### config.mk
export PLATFORM = sky130hd
export DESIGN_NAME = disc_addr_validator
export DESIGN_NICKNAME = d
export VERILOG_FILES = /design/src/rtl/dav_pkg.sv /design/src/rtl/dav_cmd_edge.sv /design/src/rtl/dav_range_gate.sv /design/src/rtl/dav_flag_unit.sv /design/src/rtl/disc_addr_validator.sv
export SDC_FILE = /design/constraint.sdc
export NUM_CORES = 1
export LEC_CHECK = 0
export BUFFER_PORTS_ARGS = -buffer_cell sky130_fd_sc_hd__buf_2
export CORE_MARGIN = 2
export CORE_UTILIZATION = 45
export CTS_BUF_LIST = sky130_fd_sc_hd__clkbuf_4
export DETAILED_ROUTE_END_ITERATION = 7
export HOLD_SLACK_MARGIN = 0.05
export PLACE_DENSITY = 0.83
export SETUP_SLACK_MARGIN = 0.02
export SYNTH_ARGS = -nofsm -noshare
export SYNTH_HDL_FRONTEND = slang
export SYNTH_SLANG_ARGS = --single-unit
### constraint.sdc
create_clock -name clk -period 2.3 [get_ports clk]
set_clock_uncertainty 0.15 [all_clocks]
set_input_delay 0.23 -clock clk [delete_from_list [all_inputs] [get_ports clk]]
set_output_delay 0.23 -clock clk [all_outputs]
set_load 0.1 [all_outputs]
### src/rtl/dav_pkg.sv
// Package: shared indices for the disc address validation unit.
// Assumes a single clock domain for all users.
package dav_pkg;
    // Command strobe lanes fed to the edge detector
    localparam int CMD_SEEK  = 0;
    localparam int CMD_ADR   = 1;
    localparam int CMD_XMS   = 2;
    localparam int CMD_CPS   = 3;
    localparam int NUM_CMDS  = 4;

    // Bit positions in the status vector
    localparam int FLAG_SEEK = 0;
    localparam int FLAG_HEAD = 1;
    localparam int FLAG_SECT = 2;
    localparam int NUM_FLAGS = 3;
endpackage

### src/rtl/dav_cmd_edge.sv
// Module: leading-edge detector for a vector of decoded command strobes.
// Assumes strobes are synchronous to clk; rise[i] is high for the one cycle
// in which strobe[i] is 1 and was 0 on the previous cycle.
module dav_cmd_edge #(
    parameter int N = 4
) (
    input  logic         clk,
    input  logic         rst_n,
    input  logic [N-1:0] strobe,
    output logic [N-1:0] rise
);
    logic [N-1:0] prev_q;

    for (genvar i = 0; i < N; i++) begin : g_lane
        // Remember last cycle's strobe level for this lane
        always_ff @(posedge clk) begin
            if (!rst_n) prev_q[i] <= 1'b0;
            else        prev_q[i] <= strobe[i];
        end

        // Leading edge: high now, low one cycle ago
        always_comb rise[i] = strobe[i] & ~prev_q[i];

        // an edge pulse never lasts two cycles
        p_single_pulse_r10: assert property (@(posedge clk) disable iff (!rst_n)
            rise[i] |=> !rise[i]);
    end
endmodule

### src/rtl/dav_range_gate.sv
// Module: range comparator plus address register with gated load.
// Assumes MAX fits in W bits. The register takes din only on a load request
// whose value is at most MAX; illegal reports the comparison combinationally.
module dav_range_gate #(
    parameter int W   = 10,
    parameter int MAX = 822
) (
    input  logic         clk,
    input  logic         rst_n,
    input  logic [W-1:0] din,
    input  logic         ld_req,
    output logic         illegal,
    output logic [W-1:0] q
);
    localparam logic [W:0] LIMIT = (W+1)'(MAX);

    // Compare the field against its inclusive upper bound
    always_comb illegal = ({1'b0, din} > LIMIT);

    // Address register: load only legal values on a request
    always_ff @(posedge clk) begin
        if (!rst_n)                  q <= '0;
        else if (ld_req && !illegal) q <= din;
    end

    // illegal values never reach the register
    p_block_illegal_r2: assert property (@(posedge clk) disable iff (!rst_n)
        (ld_req && illegal) |=> $stable(q));

    // legal values are captured on the request
    p_take_legal_r7: assert property (@(posedge clk) disable iff (!rst_n)
        (ld_req && !illegal) |=> (q == $past(din)));

    // without a request the register keeps its value
    p_hold_idle_r10: assert property (@(posedge clk) disable iff (!rst_n)
        !ld_req |=> $stable(q));
endmodule

### src/rtl/dav_flag_unit.sv
// Module: sticky seek-check, illegal-head and illegal-sector flags.
// Assumes all command inputs are single-cycle leading-edge pulses.
// Priority in each flag: hard clear, then set, then soft clear.
module dav_flag_unit
    import dav_pkg::*;
(
    input  logic                 clk,
    input  logic                 rst_n,
    input  logic                 hard_clr,
    input  logic                 home_hold,
    input  logic                 seek_rise,
    input  logic                 adr_rise,
    input  logic                 xms_rise,
    input  logic                 cyl_bad,
    input  logic                 head_bad,
    input  logic                 sec_bad,
    input  logic                 ready,
    output logic [NUM_FLAGS-1:0] flags
);
    logic sc_clr, sc_set, sc_soft_clr;
    logic ih_set, is_set;

    // Seek-check conditions
    always_comb begin
        sc_clr      = hard_clr | home_hold;
        sc_set      = seek_rise & (cyl_bad | ~ready);
        sc_soft_clr = seek_rise & ~cyl_bad & ready;
    end

    // Head and sector set conditions
    always_comb begin
        ih_set = adr_rise & head_bad;
        is_set = (adr_rise | xms_rise) & sec_bad;
    end

    // Seek-check flip-flop
    always_ff @(posedge clk) begin
        if (!rst_n)           flags[FLAG_SEEK] <= 1'b0;
        else if (sc_clr)      flags[FLAG_SEEK] <= 1'b0;
        else if (sc_set)      flags[FLAG_SEEK] <= 1'b1;
        else if (sc_soft_clr) flags[FLAG_SEEK] <= 1'b0;
    end

    // Illegal-head flip-flop
    always_ff @(posedge clk) begin
        if (!rst_n)        flags[FLAG_HEAD] <= 1'b0;
        else if (hard_clr) flags[FLAG_HEAD] <= 1'b0;
        else if (ih_set)   flags[FLAG_HEAD] <= 1'b1;
    end

    // Illegal-sector flip-flop
    always_ff @(posedge clk) begin
        if (!rst_n)        flags[FLAG_SECT] <= 1'b0;
        else if (hard_clr) flags[FLAG_SECT] <= 1'b0;
        else if (is_set)   flags[FLAG_SECT] <= 1'b1;
    end

    // a hard clear leaves all flags low, whatever else happens
    p_clear_wins_r9: assert property (@(posedge clk) disable iff (!rst_n)
        hard_clr |=> (flags == '0));

    // an illegal-cylinder seek sets seek-check
    p_bad_cyl_r3: assert property (@(posedge clk) disable iff (!rst_n)
        (seek_rise && cyl_bad && !hard_clr && !home_hold) |=> flags[FLAG_SEEK]);

    // a seek while heads move sets seek-check
    p_busy_seek_r4: assert property (@(posedge clk) disable iff (!rst_n)
        (seek_rise && !ready && !hard_clr && !home_hold) |=> flags[FLAG_SEEK]);

    // seek-home drops the seek-check flag
    p_home_clear_r5: assert property (@(posedge clk) disable iff (!rst_n)
        home_hold |=> !flags[FLAG_SEEK]);

    // illegal head on an address strobe sets its flag
    p_bad_head_r6: assert property (@(posedge clk) disable iff (!rst_n)
        (adr_rise && head_bad && !hard_clr) |=> flags[FLAG_HEAD]);

    // head and sector flags only fall on a hard clear
    p_sticky_r8: assert property (@(posedge clk) disable iff (!rst_n)
        (!hard_clr && flags[FLAG_HEAD]) |=> flags[FLAG_HEAD]);
    p_sticky_sec_r8: assert property (@(posedge clk) disable iff (!rst_n)
        (!hard_clr && flags[FLAG_SECT]) |=> flags[FLAG_SECT]);
endmodule

### src/rtl/disc_addr_validator.sv
// Module: top of the disc address validation unit.
// Splits the shared bus into cylinder, head and sector fields. Detects command
// leading edges, gates each address register by its range check and keeps
// the sticky fault flags. Assumes all inputs share the clk domain.
module disc_addr_validator
    import dav_pkg::*;
#(
    parameter int BUS_W    = 12,
    parameter int CYL_W    = 10,
    parameter int CYL_LSB  = 0,
    parameter int CYL_MAX  = 822,
    parameter int HEAD_W   = 4,
    parameter int HEAD_LSB = 8,
    parameter int HEAD_MAX = 8,
    parameter int SEC_W    = 8,
    parameter int SEC_LSB  = 0,
    parameter int SEC_MAX  = 63
) (
    input  logic                 clk,
    input  logic                 rst_n,
    input  logic [BUS_W-1:0]     bus_data,
    input  logic                 seek_cmd,
    input  logic                 adr_cmd,
    input  logic                 xms_cmd,
    input  logic                 cps_cmd,
    input  logic                 home_cmd,
    input  logic                 por_start,
    input  logic                 run_on,
    input  logic                 access_ready,
    output logic [CYL_W-1:0]     cyl_addr,
    output logic [HEAD_W-1:0]    head_addr,
    output logic [SEC_W-1:0]     sector_addr,
    output logic [NUM_FLAGS-1:0] fault_flags
);
    localparam int CYL_MSB  = CYL_LSB + CYL_W - 1;
    localparam int HEAD_MSB = HEAD_LSB + HEAD_W - 1;
    localparam int SEC_MSB  = SEC_LSB + SEC_W - 1;

    logic [NUM_CMDS-1:0] strobes;
    logic [NUM_CMDS-1:0] rises;
    logic                cyl_bad, head_bad, sec_bad;
    logic                hard_clr;
    logic                sec_ld;

    // Gather command strobes into one vector for edge detection
    always_comb begin
        strobes           = '0;
        strobes[CMD_SEEK] = seek_cmd;
        strobes[CMD_ADR]  = adr_cmd;
        strobes[CMD_XMS]  = xms_cmd;
        strobes[CMD_CPS]  = cps_cmd;
    end

    dav_cmd_edge #(.N(NUM_CMDS)) i_edge (
        .clk    (clk),
        .rst_n  (rst_n),
        .strobe (strobes),
        .rise   (rises)
    );

    // Clear events common to all flags; sector load on either address strobe
    always_comb begin
        hard_clr = por_start | run_on | rises[CMD_CPS];
        sec_ld   = rises[CMD_ADR] | rises[CMD_XMS];
    end

    dav_range_gate #(.W(CYL_W), .MAX(CYL_MAX)) i_cyl (
        .clk     (clk),
        .rst_n   (rst_n),
        .din     (bus_data[CYL_MSB:CYL_LSB]),
        .ld_req  (rises[CMD_SEEK]),
        .illegal (cyl_bad),
        .q       (cyl_addr)
    );

    dav_range_gate #(.W(HEAD_W), .MAX(HEAD_MAX)) i_head (
        .clk     (clk),
        .rst_n   (rst_n),
        .din     (bus_data[HEAD_MSB:HEAD_LSB]),
        .ld_req  (rises[CMD_ADR]),
        .illegal (head_bad),
        .q       (head_addr)
    );

    dav_range_gate #(.W(SEC_W), .MAX(SEC_MAX)) i_sec (
        .clk     (clk),
        .rst_n   (rst_n),
        .din     (bus_data[SEC_MSB:SEC_LSB]),
        .ld_req  (sec_ld),
        .illegal (sec_bad),
        .q       (sector_addr)
    );

    dav_flag_unit i_flags (
        .clk       (clk),
        .rst_n     (rst_n),
        .hard_clr  (hard_clr),
        .home_hold (home_cmd),
        .seek_rise (rises[CMD_SEEK]),
        .adr_rise  (rises[CMD_ADR]),
        .xms_rise  (rises[CMD_XMS]),
        .cyl_bad   (cyl_bad),
        .head_bad  (head_bad),
        .sec_bad   (sec_bad),
        .ready     (access_ready),
        .flags     (fault_flags)
    );

    // a sector-only strobe leaves the head register alone
    p_xms_keeps_head_r7: assert property (@(posedge clk) disable iff (!rst_n)
        (xms_cmd && !adr_cmd) |=> $stable(head_addr));

    // a held seek strobe changes nothing in the cylinder register
    p_held_seek_r10: assert property (@(posedge clk) disable iff (!rst_n)
        (seek_cmd && $past(seek_cmd)) |=> $stable(cyl_addr));
endmodule

==> parameters.txt <==
Parameter                              Value

Outcome
  Run status ... finished, final reports clean

GRT
  Global route overflow ... 0
  Number of global-route vias before repair ... 917
  Grt met1 use ... 22.4%
  M3 GR Usage ... 6.11%
  Met2 Resource Use GR ... 31.5%
  Initial antenna violation count ... 0
  Largest net degree at the start of global routing ... 25
  Most Used Layer, Global Route ... met2
  Global-route wire length before repair ... 3.90 mm
  Total Routing Usage GR ... 19.1%

Setup path
  Max incr delay on CP ... 0.57 ns
  Origin of the critical flop-to-flop path ... i_edge.prev_q[0]$_SDFF_PN0_
  Most common cell on crit path ... dlygate4sd3_1
  CP Class ... in2reg
  Ordered list of cells on the worst path ... dlygate4sd3_1 -> buf_2 -> a311o_1 -> a41oi_4 -> a2111oi_2 -> dlygate4sd3_1
  Endpoint of the worst register-to-register path ... i_flags.flags[0]$_SDFFE_PP0P_
  Crit path launch type ... input port
  Reg2reg path depth ... 4
  Data arrival, critical path ... 2.31 ns
  Category of the worst setup path capture point ... register
  Crit path max-delay cell type ... dlygate4sd3_1
  Required time at the endpoint of the critical path ... 2.36 ns
  Worst-case register-to-register setup slack ... 0.50 ns
  Maximum fanout along the worst path ... 7

Placed design
  Weighted congestion reported at the end of routability-driven placement ... 0.860
  Placed wire-length estimate after detailed placement ... 1.83 mm
  Port Buf Inserts ... 46

Route
  Via count of the routed design ... 1,007
  DRC violations left ... 0
  WL final ... 2.63 mm
  Average wire per cell in the routed design ... 12.9 um
  Number of nets with antenna violations after detailed routing ... 0
  Iteration count of the initial detailed-routing pass ... 4
  Detail-routed via count per cell ... 4.94
  Violation count after the first detailed-routing iteration ... 20

Floorplan
  Die X-Extent ... 53.8 um
  Total Die Area ... 0.00290 sq mm
  Die span in y ... 53.8 um
  Number of placement rows ... 18
  I/O Pins ... 47
  Floorplan core area ... 0.00241 sq mm
  Effective utilization at floorplan ... 46.4%

STA
  Final setup TNS ... 0 ns
  Final period util ... 98.1%
  Final count of hold timing violations ... 0
  Actual slew at the worst max-slew pin ... 0.494 ns
  Worst slack on hold paths ... 0.0511 ns
  Final setup violation count ... 0
  Achievable Freq ... 443 MHz
  Slew HR ... 67.3%
  RSZ-0062 raised after global routing ... false
  Max-slew violations ... 0
  Clock period minus worst slack ... 2.26 ns

Worst hold path
  Worst Hold Path EP ... i_head.q[2]$_SDFFE_PN0P_
  Worst min-delay path class ... in2reg
  Startpoint of the most critical hold path ... bus_data[10]
  Hold path cells ... 3

Synthesis
  Cell type with the largest total area after synthesis ... dfxtp_1
  Number of instances in the synthesized netlist ... 110
  Synth cell types ... 23
  Seq/Total Area, Yosys ... 52.0%
  Synth Cell Area ... 0.00112 sq mm
  YS warnings ... 0
  Number of nets produced by synthesis ... 132
  Mapped Avg Cell Area ... 10.2 sq um
  Share of Yosys cell area claimed by the top area cell type ... 52.0%
  Flop and latch count out of synthesis ... 29
  Synth area leaders ... dfxtp_1, mux2i_1, nor2b_1, nand2_1, nand2b_1

Cells and area
  Antenna cells ... 0
  Area grow syn2layout ... 41.1%
  Final-layout fill cell count ... 187
  Final nets ... 195
  Proportion of layout cells with a drive suffix above 1 ... 35.1%
  Final core utilization ... 65.4%

Clock tree
  CTS H-tree depth ... 2
  TritonCTS Buffers ... 5
  CTS sink count ... 29
  Maximum count of clock buffers along a single path ... 2
  Clock tree from TritonCTS ... yes
  Clock-pin slew of the registers on the worst-case setup and hold paths ... 0.09 ns
  Clock latency reported for the late side of the worst-skew pair ... 0.31 ns
  Cell at the root of the clock tree ... clkbuf_4

Power
  Leakage dissipation ... 0.782 nW
  P per Cell Area ... 705 mW/mm^2
  Worst VDD drop ... 0.495 mV

Run
  Max-capacitance violation count ... 0
-- where the power goes --
part | total [mW] | leakage (nW) | internal (mW) | switching, mW
sequential | 0.537 | 0.237 | 0.526 | 0.0111
clock | 0.280 | 0.0300 | 0.110 | 0.170
combinational | 0.294 | 0.514 | 0.0794 | 0.215
total | 1.11 | 0.782 | 0.716 | 0.396
-- final cells by class --
type	count	area (sq um)	area share, %
Sequential cell	29	581	36.8
Multi-Input combinational cell	74	519	32.9
Timing Repair Buffer	62	385	24.4
Clock buffer	5	37.5	2.38
Tap cell	30	37.5	2.38
Clock inverter	3	12.5	0.794
Inverter	1	3.75	0.238
-- worst max-delay path, delay by kind of cell --
| family | cells | cell delay (ns) |
|---|---|---|
| AOI/OAI and AO/OA | 3 | 0.82 |
| buffers and inverters | 3 | 1.25 |
-- per-stage QoR --
step           power, mW  instance area (sq um)  instances  setup WS [ns]
4_1_cts             1.11                   1550        203         0.0382
6_report            1.11                   1580        204         0.0427
2_1_floorplan      0.764                   1120        110          0.692
3_5_place_dp       0.820                   1370        182          0.345
5_1_grt             1.15                   1580        204        0.00574
3_3_place_gp       0.815                   1370        182          0.412
-- kinds of logic (layout without fill, tap and decap cells) --
family / Yosys count / in the layout / synth area share, %
compound gates: 13 / 13 / 9.97
mux: 16 / 16 / 14.3
buf+inv: 7 / 71 / 3.13
flops: 29 / 29 / 52.0
simple gates: 45 / 45 / 20.6
-- metal layers --
| metal | routed length, um | vias up | share of wire [%] |
|---|---|---|---|
| met3 | 133 | 9 | 5.1 |
| met1 | 1120 | 472 | 43 |
| met5 | 0 | - | 0 |
| met4 | 66 | 0 | 2.5 |
| li1 | - | 496 | - |
| met2 | 1310 | 30 | 50 |
-- worst max path at each step --
stage,start,slack [ns],cells past startpoint,end
after CTS,bus_data[0],0.04,6,i_flags.flags[0]$_SDFFE_PP0P_
after global routing,bus_data[3],0.006,6,i_flags.flags[0]$_SDFFE_PP0P_
after global placement,bus_data[6],0.41,6,i_cyl.q[1]$_SDFFE_PN0P_
after detailed placement,bus_data[6],0.35,6,i_cyl.q[5]$_SDFFE_PN0P_
after floorplan,i_flags.flags[0]$_SDFFE_PP0P_,0.69,2,i_flags.flags[0]$_SDFFE_PP0P_
final,bus_data[3],0.04,6,i_flags.flags[0]$_SDFFE_PP0P_
-- Yosys cell counts --
| cell | number |
|---|---|
| dfxtp_1 | 29 |
| inv_1 | 1 |
| a41oi_2 | 1 |
| buf_6 | 1 |
| mux2i_1 | 16 |
| a2111oi_0 | 1 |
| a21o_2 | 2 |
| a22oi_1 | 1 |
| a21oi_1 | 3 |
| o31a_1 | 1 |
| clkbuf_1 | 4 |
| or2_4 | 1 |
| nor2_1 | 4 |
| nand3_1 | 1 |
| and3_1 | 2 |
| and2_1 | 4 |
| nand2_1 | 17 |
| nand2b_1 | 5 |
| nor2b_1 | 11 |
| o221a_2 | 2 |
| buf_2 | 1 |
| o21ai_0 | 1 |
| a311o_1 | 1 |
-- registers in the layout, indices dropped and copies added, names as in the netlist --
signal / count
i_flags.flags: 3
i_head.q: 4
i_cyl.q: 10
i_edge.prev_q: 4
i_sec.q: 8
-- repair_timing --
item / 4_1_cts / 5_1_grt
buffers inserted: 0 / 0
setup endpoints to repair: 0 / 1
resized for setup: 0 / 3
hold buffers: 13 / 1
hold endpoints to repair: 12 / 1
-- placed cells by master, fill, tap and decap left out --
cell,n
a2111oi_2,1
a21o_2,2
a21oi_1,3
a22oi_1,1
a311o_1,1
a41oi_4,1
and2_1,4
and3_1,2
buf_2,46
buf_4,2
clkbuf_4,5
clkinv_1,2
clkinv_2,1
dfxtp_1,29
dlygate4sd3_1,14
inv_1,1
mux2i_1,16
nand2_1,17
nand2b_1,5
nand3_1,1
nor2_1,4
nor2b_1,11
o21ai_0,1
o221a_2,2
o31a_1,1
or2_4,1
Note: power is estimated with default switching activity, not from simulation.
